`config.mk`:
```
export PLATFORM = sky130hd
export DESIGN_NAME = attr_ctrl_port
export DESIGN_NICKNAME = d
export VERILOG_FILES = /design/src/rtl/ac_pkg.sv /design/src/rtl/ac_phase_fsm.sv /design/src/rtl/ac_regfile.sv /design/src/rtl/ac_pixel_path.sv /design/src/rtl/attr_ctrl_port.sv
export SDC_FILE = /design/constraint.sdc
export NUM_CORES = 1
export LEC_CHECK = 0
export BUFFER_PORTS_ARGS = -buffer_cell sky130_fd_sc_hd__buf_2
export CAP_MARGIN = 10
export CORE_ASPECT_RATIO = 1.1
export CORE_MARGIN = 2
export CORE_UTILIZATION = 43
export DETAILED_ROUTE_END_ITERATION = 8
export GPL_TIMING_DRIVEN = 1
export PLACE_DENSITY = 0.59
export SLEW_MARGIN = 15
export SYNTH_ARGS = -nofsm -noshare
export SYNTH_HDL_FRONTEND = slang
export SYNTH_SLANG_ARGS = --single-unit
export TNS_END_PERCENT = 10
```
`constraint.sdc`:
```
create_clock -name clk -period 2.5 [get_ports clk]
set_input_delay 0.375 -clock clk [delete_from_list [all_inputs] [get_ports clk]]
set_output_delay 0.375 -clock clk [all_outputs]
set_load 0.01 [all_outputs]
```
`src/rtl/ac_pkg.sv`:
```
package ac_pkg;
    typedef enum logic {
        PH_INDEX = 1'b0,
        PH_DATA  = 1'b1
    } ac_phase_e;

    localparam int unsigned IX_W = 5;
    localparam logic [IX_W-1:0] IX_MODE  = 5'h10;
    localparam logic [IX_W-1:0] IX_BORDR = 5'h11;
    localparam logic [IX_W-1:0] IX_PMASK = 5'h12;
    localparam logic [IX_W-1:0] IX_PAN   = 5'h13;
    localparam logic [IX_W-1:0] IX_PAGE  = 5'h14;
    localparam int unsigned VEN_BIT   = 5;
    localparam int unsigned BYPASS_BIT = 6;
endpackage

```
`src/rtl/ac_phase_fsm.sv`:
```
module ac_phase_fsm
    import ac_pkg::*;
(
    input  logic      clk,
    input  logic      rst_n,
    input  logic      wr_en,
    input  logic      stat_rd,
    output ac_phase_e phase_q,
    output logic      idx_load,
    output logic      data_load
);
    ac_phase_e phase_d;
    ac_phase_e cur;

    always_ff @(posedge clk) begin
        if (!rst_n) phase_q <= PH_INDEX;
        else        phase_q <= phase_d;
    end

    always_comb begin
        cur       = stat_rd ? PH_INDEX : phase_q;  // STATUS_CLEAR resolves first
        phase_d   = cur;
        idx_load  = 1'b0;
        data_load = 1'b0;
        unique case (cur)
            PH_INDEX: begin
                if (wr_en) begin           // IDX_WRITE
                    idx_load = 1'b1;
                    phase_d  = PH_DATA;
                end
            end
            PH_DATA: begin
                if (wr_en) begin           // DATA_WRITE
                    data_load = 1'b1;
                    phase_d   = PH_INDEX;
                end
            end
            default: phase_d = PH_INDEX;
        endcase
    end
endmodule

```
`src/rtl/ac_regfile.sv`:
```
module ac_regfile
    import ac_pkg::*;
#(
    parameter int unsigned DW          = 8,
    parameter int unsigned PAL_ENTRIES = 16,
    parameter int unsigned PAL_W       = 6,
    parameter int unsigned PAN_W       = 4,
    localparam int unsigned PIDX_W     = $clog2(PAL_ENTRIES),
    localparam int unsigned PG_W       = DW - PAL_W
)(
    input  logic                                clk,
    input  logic                                rst_n,
    input  logic                                idx_load,
    input  logic                                data_load,
    input  logic [DW-1:0]                       wr_data,
    output logic                                ven_q,
    output logic [DW-1:0]                       rd_data,
    output logic [PAL_ENTRIES-1:0][PAL_W-1:0]   pal_q,
    output logic [DW-1:0]                       mode_q,
    output logic [DW-1:0]                       bordr_q,
    output logic [PIDX_W-1:0]                   pmask_q,
    output logic [PAN_W-1:0]                    pan_q,
    output logic [PG_W-1:0]                     page_q
);
    logic [IX_W-1:0] idx_q;

    always_ff @(posedge clk) begin
        if (!rst_n) begin
            idx_q <= '0;
            ven_q <= 1'b0;
        end else if (idx_load) begin
            idx_q <= wr_data[IX_W-1:0];
            ven_q <= wr_data[VEN_BIT];
        end
    end

    for (genvar g = 0; g < PAL_ENTRIES; g++) begin : g_pal
        always_ff @(posedge clk) begin
            if (!rst_n)
                pal_q[g] <= PAL_W'(g);
            else if (data_load && idx_q == IX_W'(g))
                pal_q[g] <= wr_data[PAL_W-1:0];
        end
    end

    always_ff @(posedge clk) begin
        if (!rst_n) begin
            mode_q  <= '0;
            bordr_q <= '0;
            pmask_q <= '1;
            pan_q   <= '0;
            page_q  <= '0;
        end else if (data_load) begin
            unique case (idx_q)
                IX_MODE:  mode_q  <= wr_data;
                IX_BORDR: bordr_q <= wr_data;
                IX_PMASK: pmask_q <= wr_data[PIDX_W-1:0];
                IX_PAN:   pan_q   <= wr_data[PAN_W-1:0];
                IX_PAGE:  page_q  <= wr_data[PG_W-1:0];
                default:  ;
            endcase
        end
    end

    always_comb begin
        rd_data = '0;
        if (idx_q < IX_W'(PAL_ENTRIES)) begin
            rd_data = DW'(pal_q[idx_q[PIDX_W-1:0]]);
        end else begin
            unique case (idx_q)
                IX_MODE:  rd_data = mode_q;
                IX_BORDR: rd_data = bordr_q;
                IX_PMASK: rd_data = DW'(pmask_q);
                IX_PAN:   rd_data = DW'(pan_q);
                IX_PAGE:  rd_data = DW'(page_q);
                default:  rd_data = '0;
            endcase
        end
    end
endmodule

```
`src/rtl/ac_pixel_path.sv`:
```
module ac_pixel_path
    import ac_pkg::*;
#(
    parameter int unsigned DW          = 8,
    parameter int unsigned PAL_ENTRIES = 16,
    parameter int unsigned PAL_W       = 6,
    localparam int unsigned PIDX_W     = $clog2(PAL_ENTRIES),
    localparam int unsigned PG_W       = DW - PAL_W
)(
    input  logic                              clk,
    input  logic                              rst_n,
    input  logic [DW-1:0]                     pix_in,
    input  logic                              ven,
    input  logic                              bypass,
    input  logic [DW-1:0]                     bordr,
    input  logic [PIDX_W-1:0]                 pmask,
    input  logic [PG_W-1:0]                   page,
    input  logic [PAL_ENTRIES-1:0][PAL_W-1:0] pal,
    output logic [DW-1:0]                     color_out
);
    logic [PIDX_W-1:0] look_idx;
    logic [DW-1:0]     color_d;

    always_comb begin
        look_idx = pix_in[PIDX_W-1:0] & pmask;
        if (!ven)        color_d = bordr;
        else if (bypass) color_d = pix_in;
        else             color_d = {page, pal[look_idx]};
    end

    always_ff @(posedge clk) begin
        if (!rst_n) color_out <= '0;
        else        color_out <= color_d;
    end
endmodule

```
`src/rtl/attr_ctrl_port.sv`:
```
module attr_ctrl_port
    import ac_pkg::*;
#(
    parameter int unsigned DW          = 8,
    parameter int unsigned PAL_ENTRIES = 16,
    parameter int unsigned PAL_W       = 6,
    parameter int unsigned PAN_W       = 4
)(
    input  logic             clk,
    input  logic             rst_n,
    input  logic             wr_en,
    input  logic [DW-1:0]    wr_data,
    input  logic             stat_rd,
    output logic [DW-1:0]    rd_data,
    input  logic [DW-1:0]    pix_in,
    output logic [DW-1:0]    color_out,
    output logic [PAN_W-1:0] pan_out,
    output logic             video_en
);
    localparam int unsigned PIDX_W = $clog2(PAL_ENTRIES);
    localparam int unsigned PG_W   = DW - PAL_W;

    ac_phase_e                   phase_q;
    logic                        idx_load, data_load;
    logic                        in_data_phase;
    logic [PAL_ENTRIES-1:0][PAL_W-1:0] pal_q;
    logic [DW-1:0]               mode_q, bordr_q;
    logic [PIDX_W-1:0]           pmask_q;
    logic [PG_W-1:0]             page_q;

    assign in_data_phase = (phase_q == PH_DATA);

    ac_phase_fsm u_fsm (
        .clk(clk), .rst_n(rst_n), .wr_en(wr_en), .stat_rd(stat_rd),
        .phase_q(phase_q), .idx_load(idx_load), .data_load(data_load)
    );

    ac_regfile #(.DW(DW), .PAL_ENTRIES(PAL_ENTRIES), .PAL_W(PAL_W), .PAN_W(PAN_W)) u_regs (
        .clk(clk), .rst_n(rst_n), .idx_load(idx_load), .data_load(data_load),
        .wr_data(wr_data), .ven_q(video_en), .rd_data(rd_data), .pal_q(pal_q),
        .mode_q(mode_q), .bordr_q(bordr_q), .pmask_q(pmask_q), .pan_q(pan_out),
        .page_q(page_q)
    );

    ac_pixel_path #(.DW(DW), .PAL_ENTRIES(PAL_ENTRIES), .PAL_W(PAL_W)) u_pix (
        .clk(clk), .rst_n(rst_n), .pix_in(pix_in), .ven(video_en),
        .bypass(mode_q[BYPASS_BIT]), .bordr(bordr_q), .pmask(pmask_q),
        .page(page_q), .pal(pal_q), .color_out(color_out)
    );
endmodule

```
* Yosys cells after proc, flatten, opt, wreduce, memory -nomap -nowiden
Index checks and enable logic that the tools add are counted.
W data, S select, Z words.
** Cells by class
- $lt $le $gt $ge :: 3
- Equality and inequality tests :: 20
- Multiplexer cells :: 14
- Bitwise logic cells :: 2
- Reductions and logical operators :: 22
** Operators with widths (count)
- $bmux W6 S4 :: 2
- $eq A5 B4 Y1 const B :: 8
- $pmux W8 S5 :: 1
- $eq A5 B5 Y1 const B :: 5
- $mux W8 :: 3
- $eq A5 B3 Y1 const B :: 4
- $logic_and A1 B1 Y1 :: 16
- $mux W6 :: 2
- $eq A5 B2 Y1 const B :: 2
- $lt A4 B5 Y1 const B :: 2
- $reduce_and A2 Y1 :: 5
- $eq A5 B1 Y1 const B :: 1
- $logic_not A5 Y1 :: 1
- $lt A5 B5 Y1 const B :: 1
- $mux W1 :: 5
- $and A4 B4 Y4 :: 1
- $pmux W1 S2 :: 1
- $not A1 Y1 :: 1
** Storage, ports and cells
- Register bits :: 137
- Input port bits :: 20
- Output and inout port bits :: 21
- Logic and storage cells :: 86

* Depth between registers and ports, before layout
- Depth after elaboration :: 5
- Mapped depth :: 9

* Cells and area by module
Synthesis repeated with hierarchy kept, for this count alone.
** Unflattened totals
- Cell total of the unflattened synthesis :: 873
- Area total of the unflattened synthesis :: 7392.1 um2
** Modules (own cells, without submodules)
- ac_regfile :: instances 1, cells an instance 685, area an instance 6019.5 um2
- ac_pixel_path :: instances 1, cells an instance 182, area an instance 1308.8 um2
- ac_phase_fsm :: instances 1, cells an instance 6, area an instance 63.8 um2

* Least setup slack after synthesis
OpenSTA, ideal clock, no wires.
- Kind :: register to output
- From :: register u_regs.idx_q[0]
- To :: output rd_data[4]
- Arrival time :: 1545 ps
- Data required time :: 2125 ps
- Path slack :: 580 ps
- Cell stages (with the launch flop) :: 6
- Path buffers :: 1
- Cell sequence :: dfxtp_1 -> buf_2 -> mux4_2 -> mux2i_1 -> o22ai_1 -> o21bai_1
** On the way
- Cells in the longest elaborated chain, start to end :: 3
- Elaborated cells between the ends (all ways) :: 10
** RTL lines
- start, declared :: RTL line ac_regfile.sv:25 : logic [IX_W-1:0] idx_q;
- start signal, assigned :: RTL line ac_regfile.sv:32 : idx_q <= wr_data[IX_W-1:0];
- $bmux W6 S4 or $eq A5 B5 Y1 (tied branches) :: RTL line ac_regfile.sv:68, ac_regfile.sv:70
- $mux W6 (not written as such) or $pmux W8 S5 (tied branches) :: RTL line ac_regfile.sv:68, ac_regfile.sv:70
- $mux W8 (*) :: RTL line ac_regfile.sv:67 : if (idx_q < IX_W'(PAL_ENTRIES)) begin
- end, declared :: RTL line attr_ctrl_port.sv:14 : output logic [DW-1:0] rd_data,
Mark *: on every way between the ends. The rest lies on a longest branch, timed or not. The select of a mux whose other input is x is not followed.

* Worst setup path in the final report
- From :: register u_regs.idx_q[0]
- To :: output rd_data[5]
Same word-level chain as after synthesis.

==> impl_metrics.tcl <==
set metrics [dict create \
    wl_per_cell_um 22.0 \
    drt-total-wl_um 23100 \
    worst_slack_ps -107 \
    dr_total_vias 6427 \
    relSlewSlack 0.531 \
    r2r_end "u_pix.color_out[5]$_SDFF_PN0_" \
    ios 41 \
    drv_cap 0 \
    synth_mux_area_frac 0.214 \
    htreeDepth 4 \
    slew_violations 0 \
    synthSimpleGateAreaFrac 0.217 \
    drc 0 \
    synth_cell_type_count 45 \
    worstHoldEndpoint "u_regs.bordr_q[6]$_SDFFE_PN0P_" \
    criticalPathCategory "reg -> out" \
    die_y_um 141 \
    grt_pass1_vias 6248 \
    min_from "wr_data[6]" \
    pre_cts_slack_ps 261 \
    rows 50 \
    yosys_warnings 0 \
    die-width_um 129 \
    start_kind "register" \
    synth_top_family_by_area "simple AND/OR/NAND/NOR gates" \
    crit_arrival_ps 2230 \
    critPathLaunch "u_regs.idx_q[0]$_SDFFE_PN0P_" \
    synth_area_leader_cell "dfxtp_1" \
    hold_viol_final 0 \
    antenna_found_initial 0 \
    status "complete, but fails checks" \
    synth.avg_cell_area_sq_um 9.16 \
    r2r-start "u_regs.pmask_q[1]$_SDFFE_PN1P_" \
    p_leak_nw 3.12 \
    hold_buffers 0 \
    finalInstanceArea_sq_um 8470 \
    grt-ovfl-total 0 \
    grt_pass1_wl_um 35800 \
    cts_root_buf "clkbuf_16" \
    period_share 1.04 \
    dr.pass1.iters 7 \
    port_buffers 40 \
    yosys-top-cells-area "dfxtp_1, mux2i_1, mux4_2, nand2_1, a21boi_0" \
    synth_xor_xnor_area_share 0 \
    rsz0062_at_grt "true" \
    finalPower_mw 5.06 \
    synthAdderAreaFrac 0.00341 \
    r2r_cells 6 \
    synth-seq-cells 137 \
    hpwl_um 15800 \
    hold_depth 3 \
    synth_top_cell_area_share 0.374 \
    hold_path.class "in -> reg" \
    violations "negative setup slack" \
    cts-buffers-inserted 17 \
    final_net_count 847 \
    fin_crit_ps 2610 \
    worstSetupEndpointType "output port" \
    worstPathMaxFanout 14 \
    diodes 0 \
    start_util 0.434 \
    routabilityCongestion 0.890 \
    worstPathCellList "buf_16 > mux4_2 > mux2i_2 > o22ai_2 > o21bai_1 > buf_2" \
    max_stage_delay_ps 520 \
    syn_area_sq_um 7330 \
    dpl_cell_area_sq_um 7790 \
    rrSetupSlack_ps 310 \
    core_area_sq_um 16900 \
    die_area_sq_um 18100 \
    synth_edf_count 0 \
    skew_ps 7.08 \
    drive_gt1_frac 0.196 \
    synthCells 801 \
    clk_pin_slew_worst_paths_ps 60 \
    crit_required_ps 2120 \
    seq_area_frac_synth 0.374 \
    grt_max_degree 84 \
    clk_latency_ps 430 \
    fillers 1593 \
    cts_tree "done" \
    ir_drop_mv 0.482 \
    finalSetupViolations 6 \
    async_flop_share 0 \
    vias_per_cell 6.14 \
    ys_dominant_reg_cell "dfxtp_1" \
    fmax_ghz 0.384 \
    worst_pin_slew_ps 704 \
    setup_tns_ps -405 \
    power_density_nw_per_um2 598 \
    cts_sinks 137 \
    first_iter_violations 660 \
    groute.usage.overall 0.262 \
    area_growth_pct 15.5 \
    clockBufferDepth 2 \
    postRouteAntennaNets 0 \
    synth-compound-area-share 0.143 \
    syn_nets 823 \
    slowest_stage "mux4_2" \
]
## state kept, by name (all words and copies together), names as in the netlist
name	cells
u_regs.mode_q	8
u_regs.bordr_q	8
u_fsm.phase_q	1
u_regs.pal_q	96
u_regs.pmask_q	4
u_regs.page_q	2
u_regs.pan_q	4
u_pix.color_out	8
u_regs.ven_q	1
u_regs.idx_q	5
## placed cells by master, fill, tap and decap left out, types with 7 or more instances in the layout
| cell | Yosys | layout |
|---|---|---|
| o21ai_0 | 17 | 15 |
| a21oi_1 | 12 | 12 |
| inv_1 | 7 | 7 |
| a211oi_1 | 24 | 24 |
| a2111oi_0 | 11 | 11 |
| nand2_1 | 111 | 110 |
| nand3_1 | 75 | 75 |
| and3_1 | 34 | 34 |
| a31oi_1 | 13 | 13 |
| nor2b_1 | 51 | 51 |
| dfxtp_1 | 137 | 134 |
| a21boi_0 | 50 | 50 |
| clkbuf_16 | 0 | 17 |
| buf_2 | 20 | 39 |
| buf_4 | 4 | 37 |
| mux4_2 | 26 | 26 |
| mux2i_1 | 96 | 88 |
## critical path, delay by kind of cell, from the launching register on
kind | cells | cell delay, ps
buffers and inverters | 2 | 330
AOI/OAI and AO/OA | 2 | 290
DFF | 1 | 440
muxes | 2 | 740
## cells by family after synthesis
kind of cell,Yosys count
flip-flops,137
multiplexers,124
buffers and inverters,83
AND/OR/NAND/NOR,307
AO/OA/AOI/OAI,148
adder cells (fa/ha/maj),2
## where the power goes
part / leakage (nW) / switching (mW) / total, mW / internal [mW]
Clock: 0.248 / 1.01 / 2.30 / 1.30
Combinational: 1.76 / 0.318 / 0.530 / 0.212
Sequential: 1.11 / 0.0285 / 2.23 / 2.20
Total: 3.12 / 1.35 / 5.06 / 3.71
## area by class of cell
type,instances,area [sq um],area share
sequential,137,2750,0.325
clock buffer,19,443,0.0523
timing repair buffer,81,588,0.0694
inverter,7,26.3,0.00310
clock inverter,13,98.8,0.0117
tap,208,260,0.0307
multi-input combinational,581,4300,0.508
## how the worst max path moves through the flow
stage	slack, ps	cells after the start	endpoint
after floorplan	580	5	rd_data[4]
after global placement	270	6	rd_data[4]
after detailed placement	260	7	u_pix.color_out[4]$_SDFF_PN0_
after CTS	-90	6	rd_data[4]
after global routing	-140	6	rd_data[5]
final	-110	6	rd_data[5]
## repair_timing
item,4_1_cts,5_1_grt
gates cloned,2,0
endpoints found under the setup margin,6,7
pin swaps,1,0
setup buffers,0,2
resized for setup,15,4
## metrics by stage
step / utilization / cells / hold slack [ps]
global route: 0.501 / 1046 / 247
detailed placement: 0.461 / 1010 / 480
finish: 0.501 / 1046 / 226
floorplan: - / 801 / 441
global placement: 0.461 / 1010 / 473
CTS: 0.499 / 1044 / 217
## routing by layer
layer	track usage	share of wire	vias to the layer above
met2	0.425	0.48	240
li1	-	-	2958
met4	0.101	0.031	0
met1	0.343	0.43	3180
met5	0	0	-
met3	0.0539	0.063	49
## Yosys cell counts (2+ instances only)
| master | count |
|---|---|
| dfxtp_1 | 137 |
| nand2_1 | 111 |
| mux2i_1 | 96 |
| nand3_1 | 75 |
| nor2b_1 | 51 |
| a21boi_0 | 50 |
| clkbuf_1 | 50 |
| and3_1 | 34 |
| mux4_2 | 26 |
| a211oi_1 | 24 |
| buf_2 | 20 |
| o21ai_0 | 17 |
| a31oi_1 | 13 |
| a21oi_1 | 12 |
| a2111oi_0 | 11 |
| inv_1 | 7 |
| a22oi_1 | 6 |
| nor4_1 | 6 |
| nand3b_1 | 5 |
| buf_4 | 4 |
| nand2b_1 | 4 |
| nor2_1 | 4 |
| and2_1 | 3 |
| nand4_1 | 3 |
| nor2_2 | 3 |
| ha_1 | 2 |
| mux2_2 | 2 |
| nor3_4 | 2 |
| o211a_1 | 2 |
| o21a_1 | 2 |
| o21bai_1 | 2 |
| o221ai_1 | 2 |
| o22a_1 | 2 |
| o22ai_1 | 2 |
No activity file was read; power rests on OpenSTA's default activity.
